File: src/rtl/pcmp_pkg.sv
// Shared types for the triple-mode phase comparator.
package pcmp_pkg;

    // State of the edge-counting frequency detector.
    typedef enum logic [1:0] {
        PUMP_IDLE  = 2'b00,
        PUMP_RAISE = 2'b01,
        PUMP_LOWER = 2'b10
    } pump_state_t;

endpackage

File: src/rtl/pcmp_edge_sync.sv
// Synchronizes one asynchronous input into the clk domain and flags its
// rising edges.
// Assumes: STAGES >= 2, and the input holds each level for several clk cycles.
// Outputs: the synchronized level, and a one-cycle pulse on each 0->1 change.
module pcmp_edge_sync #(
    parameter int STAGES = 2
) (
    input  logic clk,
    input  logic rst_n,
    input  logic async_in,
    output logic level,
    output logic rise
);

    logic [STAGES-1:0] chain;
    logic              last;

    // First synchronizer flop samples the raw input.
    always_ff @(posedge clk) begin
        if (!rst_n) chain[0] <= 1'b0;
        else        chain[0] <= async_in;
    end

    genvar g;
    generate
        for (g = 1; g < STAGES; g++) begin : g_stage
            // Each later stage copies the previous one.
            always_ff @(posedge clk) begin
                if (!rst_n) chain[g] <= 1'b0;
                else        chain[g] <= chain[g-1];
            end
        end
    endgenerate

    assign level = chain[STAGES-1];

    // Remember the previous synchronized level for edge detection.
    always_ff @(posedge clk) begin
        if (!rst_n) last <= 1'b0;
        else        last <= level;
    end

    assign rise = level & ~last;

    AST_RISE_SINGLE: assert property (@(posedge clk) disable iff (!rst_n)
        rise |=> !rise);

endmodule

File: src/rtl/pcmp_freq_det.sv
// Rising-edge phase-frequency detector with a three-state pump output.
// Assumes: lead_rise and lag_rise are one-cycle pulses in the clk domain.
// Behaves as a saturating up/down counter over {lower, idle, raise}.
module pcmp_freq_det
    import pcmp_pkg::*;
(
    input  logic clk,
    input  logic rst_n,
    input  logic lead_rise,
    input  logic lag_rise,
    output logic pump_up,
    output logic pump_dn,
    output logic pump_oe,
    output logic quiet
);

    pump_state_t state_q, state_d;

    // Next-state: count up on lead, down on lag, saturate, ignore ties.
    always_comb begin
        state_d = state_q;
        if (lead_rise && !lag_rise) begin
            state_d = (state_q == PUMP_LOWER) ? PUMP_IDLE : PUMP_RAISE;
        end else if (lag_rise && !lead_rise) begin
            state_d = (state_q == PUMP_RAISE) ? PUMP_IDLE : PUMP_LOWER;
        end
    end

    // State register.
    always_ff @(posedge clk) begin
        if (!rst_n) state_q <= PUMP_IDLE;
        else        state_q <= state_d;
    end

    // Output decode from the registered state.
    always_comb begin
        pump_up = (state_q == PUMP_RAISE);
        pump_dn = (state_q == PUMP_LOWER);
        pump_oe = (state_q != PUMP_IDLE);
        quiet   = (state_q == PUMP_IDLE);
    end

    AST_PFD_TIE_HOLD: assert property (@(posedge clk) disable iff (!rst_n)
        (lead_rise && lag_rise) |=> $stable(state_q));
    AST_PFD_RAISE: assert property (@(posedge clk) disable iff (!rst_n)
        (lead_rise && !lag_rise && state_q != PUMP_LOWER) |=> pump_up);
    AST_PFD_LOWER: assert property (@(posedge clk) disable iff (!rst_n)
        (lag_rise && !lead_rise && state_q != PUMP_RAISE) |=> pump_dn);
    AST_PFD_MEET: assert property (@(posedge clk) disable iff (!rst_n)
        (lead_rise && !lag_rise && state_q == PUMP_LOWER) |=> quiet);
    AST_PFD_NO_EDGE: assert property (@(posedge clk) disable iff (!rst_n)
        (!lead_rise && !lag_rise) |=> $stable(state_q));

endmodule

File: src/rtl/pcmp_rs_det.sv
// Sequential set/reset phase detector.
// Assumes: set_rise and clr_rise are one-cycle pulses in the clk domain.
// Set wins on a lone set edge, clear on a lone clear edge; a tie holds.
module pcmp_rs_det (
    input  logic clk,
    input  logic rst_n,
    input  logic set_rise,
    input  logic clr_rise,
    output logic q
);

    // Output flop: set on reference edge, clear on feedback edge.
    always_ff @(posedge clk) begin
        if (!rst_n)                    q <= 1'b0;
        else if (set_rise && !clr_rise) q <= 1'b1;
        else if (clr_rise && !set_rise) q <= 1'b0;
    end

    AST_RS_SET: assert property (@(posedge clk) disable iff (!rst_n)
        (set_rise && !clr_rise) |=> q);
    AST_RS_CLR: assert property (@(posedge clk) disable iff (!rst_n)
        (clr_rise && !set_rise) |=> !q);
    AST_RS_TIE_HOLD: assert property (@(posedge clk) disable iff (!rst_n)
        (set_rise && clr_rise) |=> $stable(q));

endmodule

File: src/rtl/phase_cmp_trio.sv
// Triple-mode phase comparator: XOR, edge phase-frequency and set/reset
// detectors running in parallel on one shared synchronizing input stage.
// Assumes: clk runs at least 8x the input frequencies; reset is synchronous.
module phase_cmp_trio #(
    parameter int SYNC_STAGES = 2
) (
    input  logic clk,
    input  logic rst_n,
    input  logic ref_in,
    input  logic fb_in,
    output logic xor_out,
    output logic pump_up,
    output logic pump_dn,
    output logic pump_oe,
    output logic lock_flag,
    output logic rs_out
);

    localparam int NUM_IN = 2;
    localparam int IDX_REF = 0;
    localparam int IDX_FB  = 1;

    logic [NUM_IN-1:0] raw_in;
    logic [NUM_IN-1:0] lvl;
    logic [NUM_IN-1:0] rise;

    assign raw_in[IDX_REF] = ref_in;
    assign raw_in[IDX_FB]  = fb_in;

    genvar i;
    generate
        for (i = 0; i < NUM_IN; i++) begin : g_in
            pcmp_edge_sync #(.STAGES(SYNC_STAGES)) u_sync (
                .clk      (clk),
                .rst_n    (rst_n),
                .async_in (raw_in[i]),
                .level    (lvl[i]),
                .rise     (rise[i])
            );
        end
    endgenerate

    // XOR detector, registered to line up with the edge-based detectors.
    always_ff @(posedge clk) begin
        if (!rst_n) xor_out <= 1'b0;
        else        xor_out <= lvl[IDX_REF] ^ lvl[IDX_FB];
    end

    pcmp_freq_det u_freq (
        .clk       (clk),
        .rst_n     (rst_n),
        .lead_rise (rise[IDX_REF]),
        .lag_rise  (rise[IDX_FB]),
        .pump_up   (pump_up),
        .pump_dn   (pump_dn),
        .pump_oe   (pump_oe),
        .quiet     (lock_flag)
    );

    pcmp_rs_det u_rs (
        .clk      (clk),
        .rst_n    (rst_n),
        .set_rise (rise[IDX_REF]),
        .clr_rise (rise[IDX_FB]),
        .q        (rs_out)
    );

    AST_XOR_IDLE_ON_RESET: assert property (@(posedge clk)
        !rst_n |=> (!xor_out && !rs_out && lock_flag));

endmodule

File: config.mk
export PLATFORM = sky130hd
export DESIGN_NAME = phase_cmp_trio
export DESIGN_NICKNAME = d
export VERILOG_FILES = /design/src/rtl/pcmp_pkg.sv /design/src/rtl/pcmp_edge_sync.sv /design/src/rtl/pcmp_freq_det.sv /design/src/rtl/pcmp_rs_det.sv /design/src/rtl/phase_cmp_trio.sv
export SDC_FILE = /design/constraint.sdc
export NUM_CORES = 1
export LEC_CHECK = 0
export ABC_AREA = 1
export BUFFER_PORTS_ARGS = -buffer_cell sky130_fd_sc_hd__buf_2
export CAP_MARGIN = 5
export CORE_AREA = 2 2 39 41
export CTS_BUF_LIST = sky130_fd_sc_hd__clkbuf_4 sky130_fd_sc_hd__clkbuf_8
export CTS_CLUSTER_DIAMETER = 40
export DETAILED_ROUTE_END_ITERATION = 10
export DIE_AREA = 0 0 41 43
export PLACE_DENSITY = 0.56
export SYNTH_ARGS = -nofsm -noshare
export SYNTH_HDL_FRONTEND = slang
export SYNTH_HIERARCHICAL = 1
export SYNTH_SLANG_ARGS = --single-unit
File: constraint.sdc
create_clock -name clk -period 1.1 [get_ports clk]
set_input_delay 0.055 -clock clk [delete_from_list [all_inputs] [get_ports clk]]
set_output_delay 0.055 -clock clk [all_outputs]
set_load 0.01 [all_outputs]
# Word level (Yosys, flattened, before mapping)
# Cells that the tools add are included.
# W data, S select, Z words.
[word_totals]
ff_bits = 10
latchBits = 0
mem_bits_rw = 0
mem_bits_ro = 0
inputBits = 4
output_inout_bits = 6
word_cells = 29
n_memories = 0
[classes]
add_sub_neg = 0
mul = 0
div_mod_pow = 0
magnitude_cmp = 0
eq_ne = 2
shift = 0
mux = 6
n_bitwise = 5
n_reduce_logical = 7
[ops]
columns = ["operator", "n"]
rows = [
  ["$mux W2", 3],
  ["$reduce_bool A2 Y1", 2],
  ["$mux W1", 3],
  ["$and A1 B1 Y1", 2],
  ["$eq A2 B1 Y1 const B", 1],
  ["$eq A2 B2 Y1 const B", 1],
  ["$logic_and A1 B1 Y1", 2],
  ["$logic_not A1 Y1", 2],
  ["$logic_not A2 Y1", 1],
  ["$not A1 Y1", 2],
  ["$xor A1 B1 Y1", 1],
]

# Depth between registers and ports, before layout
# Gate-level depths: netlist of the first run.
[depth]
ltp_word = 6
mapped_depth = 8
depth_no_buf = 8

# By module
# The synthesis of the first run kept the hierarchy.
[modules_own_cells]
columns = ["module", "instances", "cells_each", "area_per_inst_um2", "seq_area_each_um2"]
rows = [
  ["pcmp_edge_sync", 2, 11, 92.6, 60.1],
  ["pcmp_freq_det", 1, 23, 130.1, 40.0],
  ["pcmp_rs_det", 1, 8, 57.6, 20.0],
  ["phase_cmp_trio", 1, 5, 35.0, 20.0],
]

# Worst setup path after synthesis of the first run
# OpenSTA, ideal clock, no wires.
[synth_timing]
kind = "reg2reg"
from = "register g_in[1].u_sync.chain[1]"
to = "register u_freq.state_q[0]"
setup_ns = 0.111
arrival_time_ns = 1.037
required_ns = 0.989
slack_ns = -0.049
path_stages_with_launch = 9
n_path_buf = 0
synth_period_minus_slack_ns = 1.149
path_cell_list = "dfxtp_1 > inv_1 > nor2_2 > inv_1 > ha_1 > nand2_1 > inv_1 > nor2_1 > nor2_1"
[synth_between]
elab_chain_cells = 4
elab_cells_between_ends = 6
cone_classes = "1 x mux; 1 x bitwise; 4 x reduce/logical"
[synth_rtl]
columns = ["element", "line", "source"]
rows = [
  ["start: declaration", "pcmp_edge_sync.sv:15", "logic [STAGES-1:0] chain;"],
  ["start signal: indexed assignment", "pcmp_edge_sync.sv:30", "else chain[g] <= chain[g-1];"],
  ["$and A1 B1 Y1 (*)", "pcmp_edge_sync.sv:43", "assign rise = level & ~last;"],
  ["named net rise[1]", "phase_cmp_trio.sv:25", "logic [NUM_IN-1:0] rise;"],
  ["$logic_not A1 Y1", "pcmp_freq_det.sv:22", "if (lead_rise && !lag_rise) begin"],
  ["$logic_and A1 B1 Y1", "pcmp_freq_det.sv:22", ""],
  ["$mux W2 or $reduce_bool A2 Y1 (tied branches)", "--", ""],
  ["end signal: assignment", "pcmp_freq_det.sv:32", "else state_q <= state_d;"],
  ["end: declaration", "pcmp_freq_det.sv:17", "pump_state_t state_q, state_d;"],
]
# The timed path passes the listed nets; every way through them passes the cells marked *.
# A chain may end at the register's enable or synchronous reset.

# Worst setup path in the final report of the first run
[layout_timing]
from = "register g_in[0].u_sync.chain[1]"
to = "register u_freq.state_q[0]"
[layout_between]
elab_chain_cells = 4
elab_cells_between_ends = 6
cone_classes = "1 x mux; 1 x bitwise; 4 x reduce/logical"
[layout_rtl]
columns = ["element", "line", "source"]
rows = [
  ["start: declaration", "pcmp_edge_sync.sv:15", ""],
  ["start signal: indexed assignment", "pcmp_edge_sync.sv:30", ""],
  ["$and A1 B1 Y1 (*)", "pcmp_edge_sync.sv:43", ""],
  ["named net rise[0]", "phase_cmp_trio.sv:25", ""],
  ["$logic_not A1 Y1", "pcmp_freq_det.sv:24", "end else if (lag_rise && !lead_rise) begin"],
  ["$logic_and A1 B1 Y1", "pcmp_freq_det.sv:24", ""],
  ["$reduce_bool A2 Y1 (no source line)", "--", ""],
]
# Marked as above.

==> impl_metrics.csv, run 1 <==
group,metric,value,unit
routing,met1Wirelength,333,um
status,failed_checks,"setup timing",
clock_network,numCtsBuffers,3,
routing,wl_met3,26,um
floorplanning,dieWidth,41,um
setup_path,worstReg2RegEnd,"u_freq/state_q[0]$_SDFFE_PN0P_",
pwr,ir_drop,670.2,uV
floorplanning,rows,14,
logic_synthesis,netlist_instances,58,
floorplanning,io_pins,10,
timing,rsz0062_at_grt,"true",
timing,fmax,905.5,MHz
timing,setup_viol,1,
pwr,switching_share,23.70,%
setup_path,critPathMaxStageDelay,0.33,ns
routing,top_layer_used,"met4",
pwr,seq_power_share,47.1,%
logic_synthesis,synth_top_area_share,49.08,%
global_routing,grt_pass1_vias,292,
clock_network,post-cts-setup-buffers,0,
layout,area_growth,44.17,%
timing,setup_ws,-0.004369,ns
place,io_buffers,9,
routing,drt_first_pass_iters,4,
routing,route.met2.wl,357,um
pwr,combPwrFrac,12.9,%
global_routing,grtUsageTotal,10.38,%
routing,wirelength,722,um
setup_path,crit_buf_inv,1,
logic_synthesis,synthFlopType,"dfxtp_1",
clock_network,cts.clk_slew.worst_paths,0.07,ns
min_path,hp-class,"in2reg",
logic_synthesis,synth_seq_area_share,49.08,%
logic_synthesis,synth.top_cells.by_area,"dfxtp_1 49%, inv_1 15%, nand2_1 13%, nor2_1 10%, ha_1 6.1%",
logic_synthesis,syn_area,407.9,um2
status,status,"finished, violations left",
place,gp_congestion,0.6960,
routing,antenna_left,0,
logic_synthesis,ys_async_sr_fraction,0,%
layout,nets,82,
routing,route.detailed.drc,0,
setup_path,endpoint,"u_freq/state_q[0]$_SDFFE_PN0P_",
setup_path,rrSetupSlack,-0.004,ns
clock_network,cts_sinks,10,
floorplanning,fp.coreArea,1384,um2
routing,vias_per_cell,3.758,
logic_synthesis,yosys_warnings,6,
pwr,power.density,1407,nW/um2
setup_path,critical_path.top_delay_family,"simple AND/OR/NAND/NOR gates",
clock_network,worstSkewPairLatency,0.26,ns
floorplanning,start_util,29.48,%
layout,drive_gt1_share,37.33,%
logic_synthesis,synth_edf_count,0,
logic_synthesis,synth_seq_cells,10,
setup_path,worstPathArrival,1.31,ns
floorplanning,dieArea,1763,um2
setup_path,timing.rr.start,"g_in[0].u_sync/level$_SDFF_PN0_",
clock_network,clk_path_buf_depth,2,
setup_path,critPathLaunchType,"flip-flop",
clock_network,cts_tree,"built",
layout,diodes,0,
pwr,power.internal,0.6313,mW
pwr,p_sw,0.1960,mW
logic_synthesis,syn_nets,64,
logic_synthesis,yosys.area.top_type,"dfxtp_1",
global_routing,antenna_found_initial,0,
setup_path,worst_path_max_delay_cell,"dfxtp_1",
timing,finalHoldViolCount,0,
logic_synthesis,yosysUniqueCellTypes,8,
pwr,leakagePower,0.3376,nW
timing,slew_violations,0,
timing,period_needed,1.104,ns
setup_path,worstPathCellList,"inv_1 -> nor2_4 -> ha_4 -> nor2_2 -> nor2_2 -> nor2_1",
routing,drtIter0Drc,1,
logic_synthesis,yosysMostFrequentCell,"inv_1",
place,place_hpwl,460.3,um
setup_path,worstSetupStartpoint,"g_in[0].u_sync/level$_SDFF_PN0_",
global_routing,grt_max_degree,11,
setup_path,endpoint_kind,"flip-flop",
flow_run,maxCapViolations,0,
clock_network,htreeDepth,1,
setup_path,critPathMaxFanout,4,
setup_path,crit_path_frequent_cell,"nor2_2",
setup_path,critPathKind,"reg2reg",
floorplanning,fp.dieH,43,um
timing,fin_crit_sh,100.4,%
logic_synthesis,avgSynthCellArea,7.033,um2
pwr,pwr-share-clk,40.0,%
timing,worst_pin_slew,0.1847,ns
place,placed_cell_area,500.5,um2
routing,vias,342,
clock_network,cts-root-buf,"clkbuf_4",
global_routing,grt_overflow,0,
logic_synthesis,netlist_top_cells_count,"16 x inv_1, 14 x nand2_1, 11 x nor2_1, 10 x dfxtp_1, 3 x nor2_2",
global_routing,grt_pass1_wl,1131,um
timing,slew_headroom,87.67,%
setup_path,worstPathRequired,1.30,ns
timing,finalClockSkew,0.001573,ns
layout,fin_util,42.50,%
setup_path,reg2reg_depth,6,
setup_path,worstSetupPathDepth,6,
routing,routedWlPerCell,7.934,um
layout,fin_area,588.1,um2
==> flip-flops by register name (all words and copies together), names as in the netlist <==
register           flops
xor_out                1
g_in.u_sync/chain      2
g_in.u_sync/last       2
g_in.u_sync/level      2
u_freq/state_q         2
u_rs/q                 1
==> layout by cell type (no fill, tap or decap) <==
master and count:
buf_2 9, buf_4 2, clkbuf_4 3, clkbuf_8 1, dfxtp_1 9, dfxtp_2 1, dlygate4sd3_1 2, ha_4 2
inv_1 14, inv_2 3, nand2_1 13, nand2_2 2, nor2_1 9, nor2_2 3, nor2_4 2
==> kinds of logic (layout without fill, tap and decap cells) <==
logic type    Yosys count  in the layout  share of synthesized area [%]
fa+ha+maj               2              2                          6.134
buf+inv                17             34                          15.64
flops                  10             10                          49.08
simple gates           29             29                          29.14
==> final cells by class <==
cell class	count	area [um2]
Fill cell	150	795.8
Sequential cell	10	201.4
Multi-Input combinational cell	31	186.4
Timing Repair Buffer	13	80.08
Inverter	17	63.81
Clock buffer	4	36.28
Tap cell	16	20.02
==> routing by layer <==
metal  up-vias  GRT usage, %
li1        194             -
met1       141         11.40
met2         5         13.75
met3         2         4.712
met4         0         10.00
met5         -             0
==> worst reg2reg max path, delay by kind of cell, from the launching register on <==
kind / cells / cell delay (ns)
adder cells (fa/ha/maj): 1 / 0.24
buffers and inverters: 1 / 0.07
flip-flops: 1 / 0.33
AND/OR/NAND/NOR: 4 / 0.41
==> worst min path at each step <==
| stage | startpoint | to | slack [ns] | depth (start not counted) |
|---|---|---|---|---|
| after floorplan | rst_n | g_in[0].u_sync/chain[0]$_SDFF_PN0_ | 0.15 | 2 |
| after global placement | fb_in | g_in[1].u_sync/chain[0]$_SDFF_PN0_ | 0.24 | 3 |
| after global routing | rst_n | g_in[1].u_sync/level$_SDFF_PN0_ | 0.1 | 3 |
| after CTS | rst_n | g_in[1].u_sync/level$_SDFF_PN0_ | 0.08 | 3 |
| final | rst_n | g_in[1].u_sync/level$_SDFF_PN0_ | 0.09 | 3 |
| after detailed placement | ref_in | g_in[0].u_sync/chain[0]$_SDFF_PN0_ | 0.24 | 3 |
==> power groups by stage <==
stage / clock network [mW] / registers (mW) / logic (mW)
after global routing: 0.364 / 0.392 / 0.124
final: 0.331 / 0.390 / 0.107
after global placement: 0 / 0.396 / 0.0901
after floorplan: 0 / 0.399 / 0.0539
after CTS: 0.344 / 0.389 / 0.0986
after detailed placement: 0 / 0.397 / 0.0918
==> through the flow <==
| step | setup slack (ns) | setup TNS, ns | cells | hold WS, ns | total power [mW] |
|---|---|---|---|---|---|
| after floorplan | 0.02190 | 0 | 58 | 0.1485 | 0.4527 |
| after global placement | -0.007562 | -0.007562 | 85 | 0.2368 | 0.4863 |
| after detailed placement | -0.006151 | -0.006151 | 85 | 0.2430 | 0.4886 |
| after CTS | 0.00008071 | 0 | 91 | 0.08463 | 0.8317 |
| after global routing | -0.1083 | -0.2381 | 91 | 0.09718 | 0.8801 |
| final | -0.004369 | -0.004369 | 91 | 0.08884 | 0.8273 |
==> what timing repair did <==
| action | in CTS | in global routing |
|---|---|---|
| gates resized for setup | 3 | 6 |
| setup endpoints to repair | 2 | 3 |
| pin swaps | 0 | 5 |
| hold endpoints to repair | 2 | 0 |
| hold buffers | 2 | 0 |
Power figures use the tool's default switching activity.
==> inputs of run 2 (changes only) <==
- CTS_BUF_LIST: sky130_fd_sc_hd__clkbuf_4 sky130_fd_sc_hd__clkbuf_8 -> sky130_fd_sc_hd__clkbuf_16
- TNS_END_PERCENT: not set -> 30
==> impl_metrics.csv, run 2 (synthesis results as in run 1) <==
group,metric,value,unit
status,status,"finished, final reports clean",
layout,area_growth,46.32,%
clock_network,cts_hold_buffers,0,
timing,slew_headroom,88.80,%
global_routing,grt_overflow,0,
place,gp_congestion,0.6960,
pwr,power.internal,0.9010,mW
min_path,hp-class,"in2reg",
flow_run,maxCapViolations,0,
setup_path,critPathLaunchType,"flip-flop",
timing,finalHoldViolCount,0,
routing,wirelength,733,um
routing,vias_per_cell,3.753,
setup_path,critPathMaxFanout,4,
floorplanning,fp.coreArea,1384,um2
place,io_buffers,9,
layout,final-seq-area,202.7,um2
floorplanning,io_pins,10,
floorplanning,dieWidth,41,um
clock_network,worstSkewPairLatency,0.23,ns
timing,slew_violations,0,
layout,fin_area,596.8,um2
routing,met1Wirelength,304,um
timing,fin_crit_sh,99.98,%
clock_network,cts_sinks,10,
routing,drt_first_pass_iters,4,
layout,diodes,0,
setup_path,worstPathArrival,1.23,ns
routing,wl_met3,23,um
setup_path,critPathKind,"reg2reg",
global_routing,grtUsageTotal,10.48,%
pwr,power,1.120,mW
routing,route.met2.wl,400,um
setup_path,endpoint_kind,"flip-flop",
setup_path,worstReg2RegEnd,"u_freq/state_q[0]$_SDFFE_PN0P_",
setup_path,reg2reg_depth,8,
pwr,ir_drop,1000,uV
pwr,p_sw,0.2192,mW
timing,rsz0062_at_grt,"true",
place,placed_cell_area,500.5,um2
clock_network,numCtsBuffers,3,
global_routing,grt_pass1_wl,1173,um
timing,worst_pin_slew,0.1677,ns
pwr,seq_power_share,35.0,%
clock_network,htreeDepth,1,
routing,vias,334,
clock_network,cts.clk_slew.worst_paths,0.04,ns
setup_path,rrSetupSlack,0.0002,ns
layout,multiInputGateArea,171.4,um2
timing,fmax,909.2,MHz
clock_network,cts-root-buf,"clkbuf_16",
timing,setup_viol,0,
layout,fill_cells,147,
pwr,pwr-share-clk,56.3,%
setup_path,endpoint,"u_freq/state_q[0]$_SDFFE_PN0P_",
routing,drtIter0Drc,3,
global_routing,grt_pass1_vias,308,
place,place_hpwl,460.3,um
pwr,combPwrFrac,8.7,%
floorplanning,dieArea,1763,um2
floorplanning,fp.dieH,43,um
setup_path,worstPathRequired,1.23,ns
pwr,power.density,1877,nW/um2
global_routing,grt_max_degree,11,
pwr,switching_share,19.57,%
clock_network,cts_tree,"built",
pwr,leakagePower,0.3467,nW
layout,nets,80,
routing,route.detailed.drc,0,
layout,final_common_cell,"nand2_1",
floorplanning,rows,14,
routing,top_layer_used,"met4",
layout,drive_gt1_share,36.99,%
floorplanning,start_util,29.48,%
routing,antenna_left,0,
routing,routedWlPerCell,8.236,um
timing,period_needed,1.100,ns
setup_path,timing.rr.start,"g_in[1].u_sync/level$_SDFF_PN0_",
setup_path,worstSetupStartpoint,"g_in[1].u_sync/level$_SDFF_PN0_",
layout,final_cell_mix,"14 x nand2_1, 13 x inv_1, 9 x nor2_1, 9 x buf_2, 8 x dfxtp_1",
timing,finalClockSkew,0.0009789,ns
global_routing,antenna_found_initial,0,
clock_network,clk_path_buf_depth,2,
==> run 2: critical path, cell delays in order (launching register included) <==
cell	delay, ns
dfxtp_2	0.32
inv_2	0.04
nor2_4	0.08
inv_2	0.05
ha_4	0.25
nand2_1	0.06
inv_1	0.05
nor2_2	0.09
nor2_1	0.04
==> run 2: layout make-up <==
| class | instances | area share [%] |
|---|---|---|
| Multi-Input combinational cell | 31 | 28.72 |
| Timing Repair Buffer | 11 | 10.06 |
| Clock inverter | 1 | 0.6289 |
| Tap cell | 16 | 3.354 |
| Clock buffer | 3 | 12.58 |
| Sequential cell | 10 | 33.96 |
| Inverter | 17 | 10.69 |
==> run 2: power by group through the flow <==
stage	combinational, mW	sequential (mW)	clock [mW]
3_5_place_dp	0.0918	0.397	0
6_report	0.0970	0.393	0.631
2_1_floorplan	0.0539	0.399	0
5_1_grt	0.114	0.395	0.672
3_3_place_gp	0.0901	0.396	0
4_1_cts	0.0951	0.392	0.651
==> run 2: routing by layer <==
layer  GRT usage (%)  vias up
li1                -      191
met1           11.40      134
met2           15.00        7
met3           3.141        2
met4           10.00        0
met5               0        -
==> run 2: worst min-delay path by stage <==
stage | slack, ns | end | startpoint | cells past startpoint
2_1_floorplan | 0.15 | g_in[0].u_sync/chain[0]$_SDFF_PN0_ | rst_n | 2
3_3_place_gp | 0.24 | g_in[1].u_sync/chain[0]$_SDFF_PN0_ | fb_in | 3
3_5_place_dp | 0.24 | g_in[0].u_sync/chain[0]$_SDFF_PN0_ | ref_in | 3
4_1_cts | 0.001 | g_in[0].u_sync/chain[0]$_SDFF_PN0_ | ref_in | 3
5_1_grt | 0.02 | g_in[1].u_sync/chain[0]$_SDFF_PN0_ | fb_in | 3
6_report | 0.003 | g_in[1].u_sync/chain[0]$_SDFF_PN0_ | fb_in | 3
==> run 2: timing repair <==
action,in CTS,in global routing
setup buffers,0,0
endpoints found under the setup margin,2,3
resized for setup,5,4
pin swaps,0,4
==> run 2: metrics by stage <==
step / worst slack [ns] / util [%] / cells / hold WS [ns] / setup TNS [ns]
3_3_place_gp: -0.007562 / 36.17 / 85 / 0.2368 / -0.007562
2_1_floorplan: 0.02190 / - / 58 / 0.1485 / 0
3_5_place_dp: -0.006151 / 36.17 / 85 / 0.2430 / -0.006151
5_1_grt: -0.07830 / 43.13 / 89 / 0.01660 / -0.1708
4_1_cts: -0.004072 / 42.68 / 89 / 0.001376 / -0.004072
6_report: 0.0001686 / 43.13 / 89 / 0.003315 / 0
